===== src/rtl/mc_pkg.sv =====
package mc_pkg;

  typedef enum logic {
    MODE_REG  = 1'b0,
    MODE_COMB = 1'b1
  } cell_mode_e;

  // level placed on the pin for a value under a polarity choice
  function automatic logic apply_polarity(input logic value, input logic active_high);
    return active_high ? value : ~value;
  endfunction

  // what the array sees back from one cell
  function automatic logic pick_feedback(input cell_mode_e mode,
                                         input logic flop_q,
                                         input logic drive_en,
                                         input logic driven,
                                         input logic sensed);
    if (mode == MODE_REG) return flop_q;
    return drive_en ? driven : sensed;
  endfunction

endpackage


===== src/rtl/mc_flop.sv =====
module mc_flop (
  input  logic clk,
  input  logic clr,
  input  logic preset,
  input  logic d,
  output logic q
);

  always_ff @(posedge clk or posedge clr) begin
    if (clr)         q <= 1'b0;
    else if (preset) q <= 1'b1;
    else             q <= d;
  end

  AST_CLEAR_HOLDS: assert property (@(posedge clk) clr |-> !q);
  AST_PRESET_SETS: assert property (@(posedge clk) disable iff (clr)
    preset |=> q);
  AST_LOADS_D: assert property (@(posedge clk) disable iff (clr)
    !preset |=> (q == $past(d)));

endmodule


===== src/rtl/mc_cell.sv =====
module mc_cell
  import mc_pkg::*;
(
  input  logic       clk,
  input  logic       clr,
  input  logic       preset,
  input  logic [1:0] cfg,
  input  logic       sum,
  input  logic       oe,
  input  logic       pad_in,
  output logic       pad_out,
  output logic       pad_oe,
  output logic       fb
);

  cell_mode_e mode;
  logic       active_high;
  logic       flop_q;
  logic       pre_pol;

  assign mode        = cell_mode_e'(cfg[1]);
  assign active_high = cfg[0];

  mc_flop u_flop (
    .clk    (clk),
    .clr    (clr),
    .preset (preset),
    .d      (sum),
    .q      (flop_q)
  );

  assign pre_pol = (mode == MODE_REG) ? flop_q : sum;
  assign pad_out = apply_polarity(pre_pol, active_high);
  assign pad_oe  = oe;
  assign fb      = pick_feedback(mode, flop_q, oe, pad_out, pad_in);

  AST_REG_POLARITY: assert property (@(posedge clk) disable iff (clr)
    (mode == MODE_REG) |-> (pad_out == (fb ^ ~active_high)));
  AST_REG_FEEDBACK: assert property (@(posedge clk) disable iff (clr)
    ((mode == MODE_REG) && $stable(cfg) && !preset) |=> (fb == $past(sum)));
  AST_COMB_DRIVEN_FB: assert property (@(posedge clk) disable iff (clr)
    ((mode == MODE_COMB) && oe && active_high) |-> (fb == sum));
  AST_COMB_INPUT_FB: assert property (@(posedge clk) disable iff (clr)
    ((mode == MODE_COMB) && !oe) |-> (fb == pad_in));

endmodule


===== src/rtl/macrocell_bank.sv =====
module macrocell_bank #(
  parameter int CELLS = 10
) (
  input  logic               clk,
  input  logic               por_n,
  input  logic               ar_term,
  input  logic               sp_term,
  input  logic [2*CELLS-1:0] cfg,
  input  logic [CELLS-1:0]   sum_in,
  input  logic [CELLS-1:0]   oe_term,
  input  logic [CELLS-1:0]   pad_in,
  output logic [CELLS-1:0]   pad_out,
  output logic [CELLS-1:0]   pad_oe,
  output logic [CELLS-1:0]   fb
);

  localparam int CFG_W = 2;

  logic clr_any;
  assign clr_any = ~por_n | ar_term;

  for (genvar k = 0; k < CELLS; k++) begin : g_cell
    mc_cell u_cell (
      .clk     (clk),
      .clr     (clr_any),
      .preset  (sp_term),
      .cfg     (cfg[CFG_W*k +: CFG_W]),
      .sum     (sum_in[k]),
      .oe      (oe_term[k]),
      .pad_in  (pad_in[k]),
      .pad_out (pad_out[k]),
      .pad_oe  (pad_oe[k]),
      .fb      (fb[k])
    );
  end

  AST_OE_FOLLOWS: assert property (@(posedge clk) disable iff (!por_n)
    pad_oe == oe_term);

endmodule


===== config.mk =====
export PLATFORM = sky130hd
export DESIGN_NAME = macrocell_bank
export DESIGN_NICKNAME = d
export VERILOG_FILES = /design/src/rtl/mc_pkg.sv /design/src/rtl/mc_flop.sv /design/src/rtl/mc_cell.sv /design/src/rtl/macrocell_bank.sv
export SDC_FILE = /design/constraint.sdc
export NUM_CORES = 1
export LEC_CHECK = 0
export CAP_MARGIN = 20
export CORE_MARGIN = 2
export CORE_UTILIZATION = 29
export DETAILED_ROUTE_END_ITERATION = 8
export DONT_BUFFER_PORTS = 1
export MAX_ROUTING_LAYER = met4
export SETUP_SLACK_MARGIN = 0.2
export SYNTH_ARGS = -nofsm -noshare
export SYNTH_HDL_FRONTEND = slang
export SYNTH_SLANG_ARGS = --single-unit

===== constraint.sdc =====
create_clock -name clk -period 0.9 [get_ports clk]
set_input_delay 0.18 -clock clk [delete_from_list [all_inputs] [get_ports clk]]
set_output_delay 0.18 -clock clk [all_outputs]
set_load 0.01 [all_outputs]

==> results of run 1 <==
cells in the mapped netlist:
cell,number
dfrtp_1,10
nand2_1,10
mux2i_1,10
nand3b_1,10
nand2b_1,10
buf_4,30
o211ai_1,10
xor2_1,20
or2_2,10
nor2b_1,1
final cells by class:
class                           count  area (µm²)
Sequential cell                    10         250
Timing Repair Buffer               11         106
Clock buffer                        3        41.3
Multi-Input combinational cell     81         617
Fill cell                         370        2530
Tap cell                           48        60.1
what timing repair did:
| action | in CTS | in global routing |
|---|---|---|
| hold endpoints to repair | 10 | 0 |
| resized for setup | 0 | 8 |
| buffers inserted | 3 | 3 |
| pin swaps | 4 | 8 |
| hold buffers | 2 | 0 |
| endpoints found under the setup margin | 20 | 20 |
cell usage in the layout (no fill, tap or decap):
| master | instances |
|---|---|
| xor2_1 | 20 |
| mux2i_1 | 10 |
| nand2_1 | 10 |
| nand3b_1 | 10 |
| o211ai_1 | 10 |
| or2_2 | 10 |
| dfrtp_1 | 10 |
| nand2b_1 | 7 |
| buf_6 | 5 |
| buf_4 | 4 |
| nand2b_4 | 3 |
| clkbuf_8 | 3 |
| dlygate4sd3_1 | 2 |
| nor2b_1 | 1 |
kinds of logic (layout without fill, tap and decap cells):
kind of cell	count (synthesis)	after routing	share of synthesized area [%]
simple gates	41	41	22.8
buf+inv	30	14	21.1
xor+xnor	20	20	16.4
compound gates	10	10	7.02
mux	10	10	9.36
flops	10	10	23.4
metal layers:
layer,track usage (%),wire (µm),share of wire [%],vias up
li1,-,-,-,341
met1,9.25,683,33,360
met2,18.9,1220,58,46
met3,1.56,161,7.7,6
met4,7.18,38,1.8,0
met5,-,0,0,-
per-stage QoR:
stage	hold WS [ns]	instance area, µm²
6_report	0.0542	1070
5_1_grt	0.0401	1070
4_1_cts	0.0433	1010
3_5_place_dp	0.189	927
3_3_place_gp	0.154	927
2_1_floorplan	0.213	1070
final timing paths:
path                                                startpoint                             endpoint  slack (ns)  cells after the start
setup / recovery           g_cell[2].u_cell.u_flop.q$_DFF_PP0_                           pad_out[2]       -0.34                      2
hold / removal                                       sum_in[6]  g_cell[6].u_cell.u_flop.q$_DFF_PP0_        0.05                      1
max in group asynchronous                              ar_term  g_cell[8].u_cell.u_flop.q$_DFF_PP0_        0.22                      3
min in group asynchronous                                por_n  g_cell[7].u_cell.u_flop.q$_DFF_PP0_        0.54                      3
report_power, final:
part,internal (mW),switching [mW]
Combinational,0.175,0.162
Sequential,0.474,0.0144
Clock,0.292,0.167
Total,0.941,0.344
==> impl_metrics.ini, run 1 <==
[floorplanning]
chipHeight_um = 64.7
io_pins = 84
dieArea_mm2 = 0.00419
core_mm2 = 0.00361
die_w_um = 64.7
rows = 22
initial_core_util_pct = 29.7

[routing]
viasPerCell = 4.92
wl_per_cell_um = 13.7
antenna_left = 0
dr.pass1.iters = 4
drc = 0
vias = 753
drt_iter0_drc = 4
routed_wl_um = 2100

[final_layout]
drive_gt1_share_pct = 23.8
nNetsFinal = 161
post-route-util_pct = 29.8
largest_register_ffs = 10
diodes = 0
regMostFlops = g_cell.u_cell.u_flop.q
synthToLayoutAreaGrowth_pct = 0.468
largestRegisters = g_cell.u_cell.u_flop.q (10)
fin_cells = 153

[global_route]
grt_pass1_vias = 786
grt_max_degree = 11
track_usage_pct = 10.1
grt-ovfl-total = 0
antenna_found_initial = 0
grt_pass1_wl_um = 3110

[clock_tree]
h-tree-depth = 1
clk_pin_slew_ns = 0.05
cts.sinks = 10
clockBufferDepth = 2
cts_made_buffers = 3
cts_tree = yes
root_buffer = clkbuf_8

[run_status]
violations = setup timing
status = finished with violations

[setup_path]
critPathKind = reg -> out
slowest_delay_ns = 0.37
startpoint_type = register
crit_buf_inv = 0
path_cells = mux2i_1 > xor2_1
path_max_fanout = 2
crit_slowest_cell = dfrtp_1
cp.required_ns = 0.72
crit_family = flip-flops
arrival_ns = 1.06
end_kind = output pin

[place]
place_hpwl_um = 1670
dp.cells = 142
pre_cts_ws_ns = -0.107
numPortBuffers = 0
gp_congestion = 0.691

[sta]
hold_violations = 0
rsz0062_at_grt = yes
fin_crit_sh_pct = 138
setup_tns_ns = -4.93
setup_slack_ns = -0.345
slew_headroom_pct = 79.6
period_minus_slack_ns = 1.24
tightest_slew_ns = 0.304
setup_viol = 20
fmax_mhz = 803
slew_violations = 0

[power]
vdd_drop_max_uv = 408
p_leak_nw = 0.466
power_mw = 1.28
pwr_density_cell_mw_per_mm2 = 1200

[synthesis]
synth_seq_area_share_pct = 23.4
syn-num-nets = 175
yosysTopAreaCell = dfrtp_1
synth_cell_types = 10
synth-seq-cells = 10
ys_warn_count = 0
yosysTopAreaCellShare_pct = 23.4
postSynthCellCount = 121
netlist_area_mm2 = 0.00107
synth_area_per_cell_um2 = 8.84
synth.area.top_cells = dfrtp_1 (23%), buf_4 (21%), xor2_1 (16%)

[flow_run]
cap_violations = 0

[min_path]
hold_path_class = in -> reg
(Power assumes the default switching activity.)
==> inputs of run 2 (changes only) <==
==> constraint.sdc (replaced) <==
create_clock -name clk -period 1.1 [get_ports clk]
set_input_delay 0.22 -clock clk [delete_from_list [all_inputs] [get_ports clk]]
set_output_delay 0.22 -clock clk [all_outputs]
set_load 0.01 [all_outputs]
==> run 2 against run 1 <==
  * The run still ends with setup timing left
  * Non-clock buffer count decreased by 5
  * Combinational power decreased by 28%
  * Routed wire length decreased by 2.1%
  * Via count decreased by 2.8%
  * Flip-flop and latch count unchanged
  * Largest cell class unchanged
  * Largest power group is now clock
==> impl_metrics.ini, run 2 (synthesis results as in run 1) <==
[run_status]
violations = setup timing
status = finished with violations

[floorplanning]
initial_core_util_pct = 29.7
die_w_um = 64.7
core_mm2 = 0.00361
dieArea_mm2 = 0.00419
io_pins = 84
rows = 22
chipHeight_um = 64.7

[power]
vdd_drop_max_uv = 290
internal_power_uw = 822
power_frac_seq_pct = 35.8
switching_share_pct = 26.1
switching_power_uw = 291
pwr-share-clk_pct = 42.3
p_leak_nw = 0.426
combPwrFrac_pct = 22.0
pwr_density_cell_mw_per_mm2 = 1100

[final_layout]
area.sequential_um2 = 250
post-route-util_pct = 28.1
final_common_cell = xor2_1
multi_input_area_um2 = 594
fill_cells = 390
regMostFlops = g_cell.u_cell.u_flop.q
diodes = 0
drive_gt1_share_pct = 17.8
nNetsFinal = 156
largest_register_ffs = 10
synthToLayoutAreaGrowth_pct = -5.26
largestRegisters = g_cell.u_cell.u_flop.q (10)

[setup_path]
crit_slowest_cell = dfrtp_1
crit_family = flip-flops
path_max_fanout = 2
end_kind = output pin
startpoint_type = register
path_cells = mux2i_1 > xor2_1
slowest_delay_ns = 0.37
cp.required_ns = 0.88
critPathKind = reg -> out
crit_buf_inv = 0
arrival_ns = 1.07

[clock_tree]
cts_tree = yes
clockBufferDepth = 2
h-tree-depth = 1
cts.sinks = 10
cts_made_buffers = 3
root_buffer = clkbuf_8
clk_pin_slew_ns = 0.05

[global_route]
antenna_found_initial = 0
grt-ovfl-total = 0
track_usage_pct = 9.93
grt_pass1_vias = 741
grt_pass1_wl_um = 3050
grt_max_degree = 11

[routing]
drc = 0
antenna_left = 0
dr.pass1.iters = 4
drt_iter0_drc = 10
wl_per_cell_um = 13.8
routed_wl_um = 2060
vias = 732
viasPerCell = 4.91

[place]
numPortBuffers = 0
gp_congestion = 0.691

[sta]
tightest_slew_ns = 0.365
whs_ns = 0.0891
slew_violations = 0
fmax_mhz = 774
rsz0062_at_grt = yes
hold_violations = 0
fin_crit_sh_pct = 118
slew_headroom_pct = 75.6
setup_tns_ns = -1.78
period_minus_slack_ns = 1.29
setup_viol = 12
setup_slack_ns = -0.193

[flow_run]
cap_violations = 0

[min_path]
hold_path_class = in -> reg
==> run 2: cell count changes in the layout (fill, tap and decap cells not counted), sizes merged <==
cell	delta
clkbuf	+1
buf	-5
==> run 2: worst paths after layout <==
check | startpoint | to | slack [ns] | cells past startpoint
worst min-delay path | sum_in[7] | g_cell[7].u_cell.u_flop.q$_DFF_PP0_ | 0.09 | 1
max in group asynchronous | ar_term | g_cell[8].u_cell.u_flop.q$_DFF_PP0_ | 0.44 | 3
worst max-delay path | g_cell[2].u_cell.u_flop.q$_DFF_PP0_ | pad_out[2] | -0.19 | 2
min in group asynchronous | por_n | g_cell[7].u_cell.u_flop.q$_DFF_PP0_ | 0.52 | 3
==> run 2: metal layers <==
metal	routed length [µm]	vias to the layer above	GRT usage, %
met5	0	-	-
met4	32	0	6.12
met3	153	4	1.39
met2	1130	47	18.4
met1	737	348	9.68
li1	-	333	-
==> run 2: final cells by class <==
cell class	count	share of cell area (%)
clock buffers	4	5.43
multi-input cells	81	58.6
flip-flops and latches	10	24.7
well taps	48	5.93
repair buffers	6	5.31
==> run 2: metrics by stage <==
| step | power (mW) | instances | instance area, µm² | setup WS [ns] |
|---|---|---|---|---|
| after global routing | 1.19 | 149 | 1010 | -0.242 |
| after floorplan | 0.757 | 121 | 1070 | 0.110 |
| after global placement | 0.631 | 141 | 920 | 0.0994 |
| after detailed placement | 0.641 | 141 | 920 | 0.0533 |
| after CTS | 1.15 | 148 | 1000 | -0.214 |
| final | 1.11 | 149 | 1010 | -0.193 |
==> run 2: power groups by stage <==
stage	combinational [mW]	clock, mW	sequential (mW)
after floorplan	0.356	0	0.400
after global placement	0.229	0	0.402
after detailed placement	0.238	0	0.403
after CTS	0.246	0.506	0.397
after global routing	0.270	0.517	0.399
final	0.244	0.470	0.398
==> run 2: timing repair <==
| action | in CTS | in global routing |
|---|---|---|
| pin swaps | 2 | 6 |
| hold buffers | 2 | 0 |
| hold endpoints to repair | 10 | 0 |
| resized for setup | 0 | 1 |
| buffers inserted | 1 | 1 |
| setup endpoints to repair | 20 | 20 |
==> inputs of run 3 (changes only) <==
--- a/config.mk
+++ b/config.mk
@@ -6,6 +6,7 @@
 export NUM_CORES = 1
 export LEC_CHECK = 0
 export CAP_MARGIN = 20
+export CORE_ASPECT_RATIO = 0.5
 export CORE_MARGIN = 2
 export CORE_UTILIZATION = 29
 export DETAILED_ROUTE_END_ITERATION = 8
==> run 3 against run 2 <==
  * The flow still finishes with violations (setup timing)
  * Clock power shrank 20%
  * Combinational power increased by 5%
  * Final cell count is 3.4% higher
  * Global-route usage down 1.1 points
  * Critical path depth unchanged
  * Routed wire length fell by 7.0%
  * Die area is 0.70% higher
  * Worst setup slack got worse by 0.0064 ns
  * Worst hold slack improved by 0.0033 ns
  * First-iteration DRC count is 30% higher
  * Power down 7.2%
  * Design area increased by 3.1%
==> impl_metrics.ini, run 3 (synthesis results as in run 1) <==
[setup_path]
crit_family = flip-flops
path_cells = mux2i_1 > xor2_1
crit_buf_inv = 0
cp.required_ns = 0.88
startpoint_type = register
arrival_ns = 1.08
slowest_delay_ns = 0.39
path_max_fanout = 2
end_kind = output pin
crit_slowest_cell = dfrtp_1
cp_num_cells = 2
critPathKind = reg -> out

[flow_run]
cap_violations = 0

[sta]
rsz0062_at_grt = yes
slew_headroom_pct = 79.7
fmax_mhz = 770
setup_viol = 16
whs_ns = 0.0924
setup_slack_ns = -0.199
period_minus_slack_ns = 1.30
hold_violations = 0
tightest_slew_ns = 0.304
slew_violations = 0
fin_crit_sh_pct = 118
setup_tns_ns = -1.86

[clock_tree]
h-tree-depth = 1
clk_pin_slew_ns = 0.05
cts_tree = yes
cts.sinks = 10
clockBufferDepth = 2
root_buffer = clkbuf_8
cts_made_buffers = 3

[routing]
routed_wl_um = 1910
drc = 0
antenna_left = 0
vias = 717
dr.pass1.iters = 3
viasPerCell = 4.66
wl_per_cell_um = 12.4
drt_iter0_drc = 13

[global_route]
grt_pass1_wl_um = 2770
track_usage_pct = 8.81
antenna_found_initial = 0
grt-ovfl-total = 0
grt_pass1_vias = 669
grt_max_degree = 11

[run_status]
status = finished with violations
violations = setup timing

[power]
switching_power_uw = 274
pwr_density_cell_mw_per_mm2 = 988
internal_power_uw = 758
vdd_drop_max_uv = 374
pwr-share-clk_pct = 36.6
switching_share_pct = 26.6
p_leak_nw = 0.442
power_frac_seq_pct = 38.7
power_mw = 1.03
combPwrFrac_pct = 24.8

[floorplanning]
chipHeight_um = 46.9
io_pins = 84
die_w_um = 89.9
initial_core_util_pct = 30.6
dieArea_mm2 = 0.00422
core_mm2 = 0.00349
rows = 15

[place]
numPortBuffers = 0
pre_cts_ws_ns = 0.0617
dp.cells = 143
gp_congestion = 0.640
place_hpwl_um = 1480
place_area_um2 = 916

[final_layout]
largestRegisters = g_cell.u_cell.u_flop.q (10)
design_area_mm2 = 0.00104
final_common_cell = xor2_1
fin_cells = 154
synthToLayoutAreaGrowth_pct = -2.34
nNetsFinal = 159
largest_register_ffs = 10
drive_gt1_share_pct = 20.4
post-route-util_pct = 29.9
fill_cells = 377
regMostFlops = g_cell.u_cell.u_flop.q
diodes = 0

[min_path]
holdPathStages = 1
hold_path_class = in -> reg
## run 3: timing repair
action | 4_1_cts | 5_1_grt
buffers inserted | 3 | 3
hold buffers | 2 | 0
endpoints found under the hold margin | 10 | 0
resized for setup | 0 | 5
pin swaps | 5 | 5
setup endpoints to repair | 20 | 20
## run 3: power by group through the flow
| stage | logic [mW] | registers, mW | clock network, mW |
|---|---|---|---|
| global route | 0.282 | 0.401 | 0.425 |
| detailed placement | 0.230 | 0.403 | 0 |
| CTS | 0.243 | 0.397 | 0.401 |
| finish | 0.256 | 0.399 | 0.377 |
| global placement | 0.225 | 0.403 | 0 |
| floorplan | 0.356 | 0.400 | 0 |
## run 3: cell type report
cell class | instances | area [µm²] | area share [%]
multi-input cells | 81 | 602 | 57.6
well taps | 51 | 63.8 | 6.11
clock buffers | 3 | 41.3 | 3.95
repair buffers | 9 | 87.6 | 8.38
flip-flops and latches | 10 | 250 | 24.0
## run 3: path summary, 6_finish.rpt
check                                                    start                                  end  slack [ns]
hold / removal                                       sum_in[2]  g_cell[2].u_cell.u_flop.q$_DFF_PP0_        0.09
min in group asynchronous                                por_n  g_cell[2].u_cell.u_flop.q$_DFF_PP0_        0.50
setup / recovery           g_cell[8].u_cell.u_flop.q$_DFF_PP0_                           pad_out[8]       -0.20
max in group asynchronous                              ar_term  g_cell[9].u_cell.u_flop.q$_DFF_PP0_        0.44
## run 3: per-layer routing
| layer | track usage, % | wire (µm) | vias up |
|---|---|---|---|
| met5 | - | 0 | - |
| met4 | 3.38 | 19 | 0 |
| met3 | 2.41 | 117 | 2 |
| met2 | 16.7 | 1040 | 34 |
| met1 | 9.35 | 738 | 344 |
| li1 | - | - | 337 |
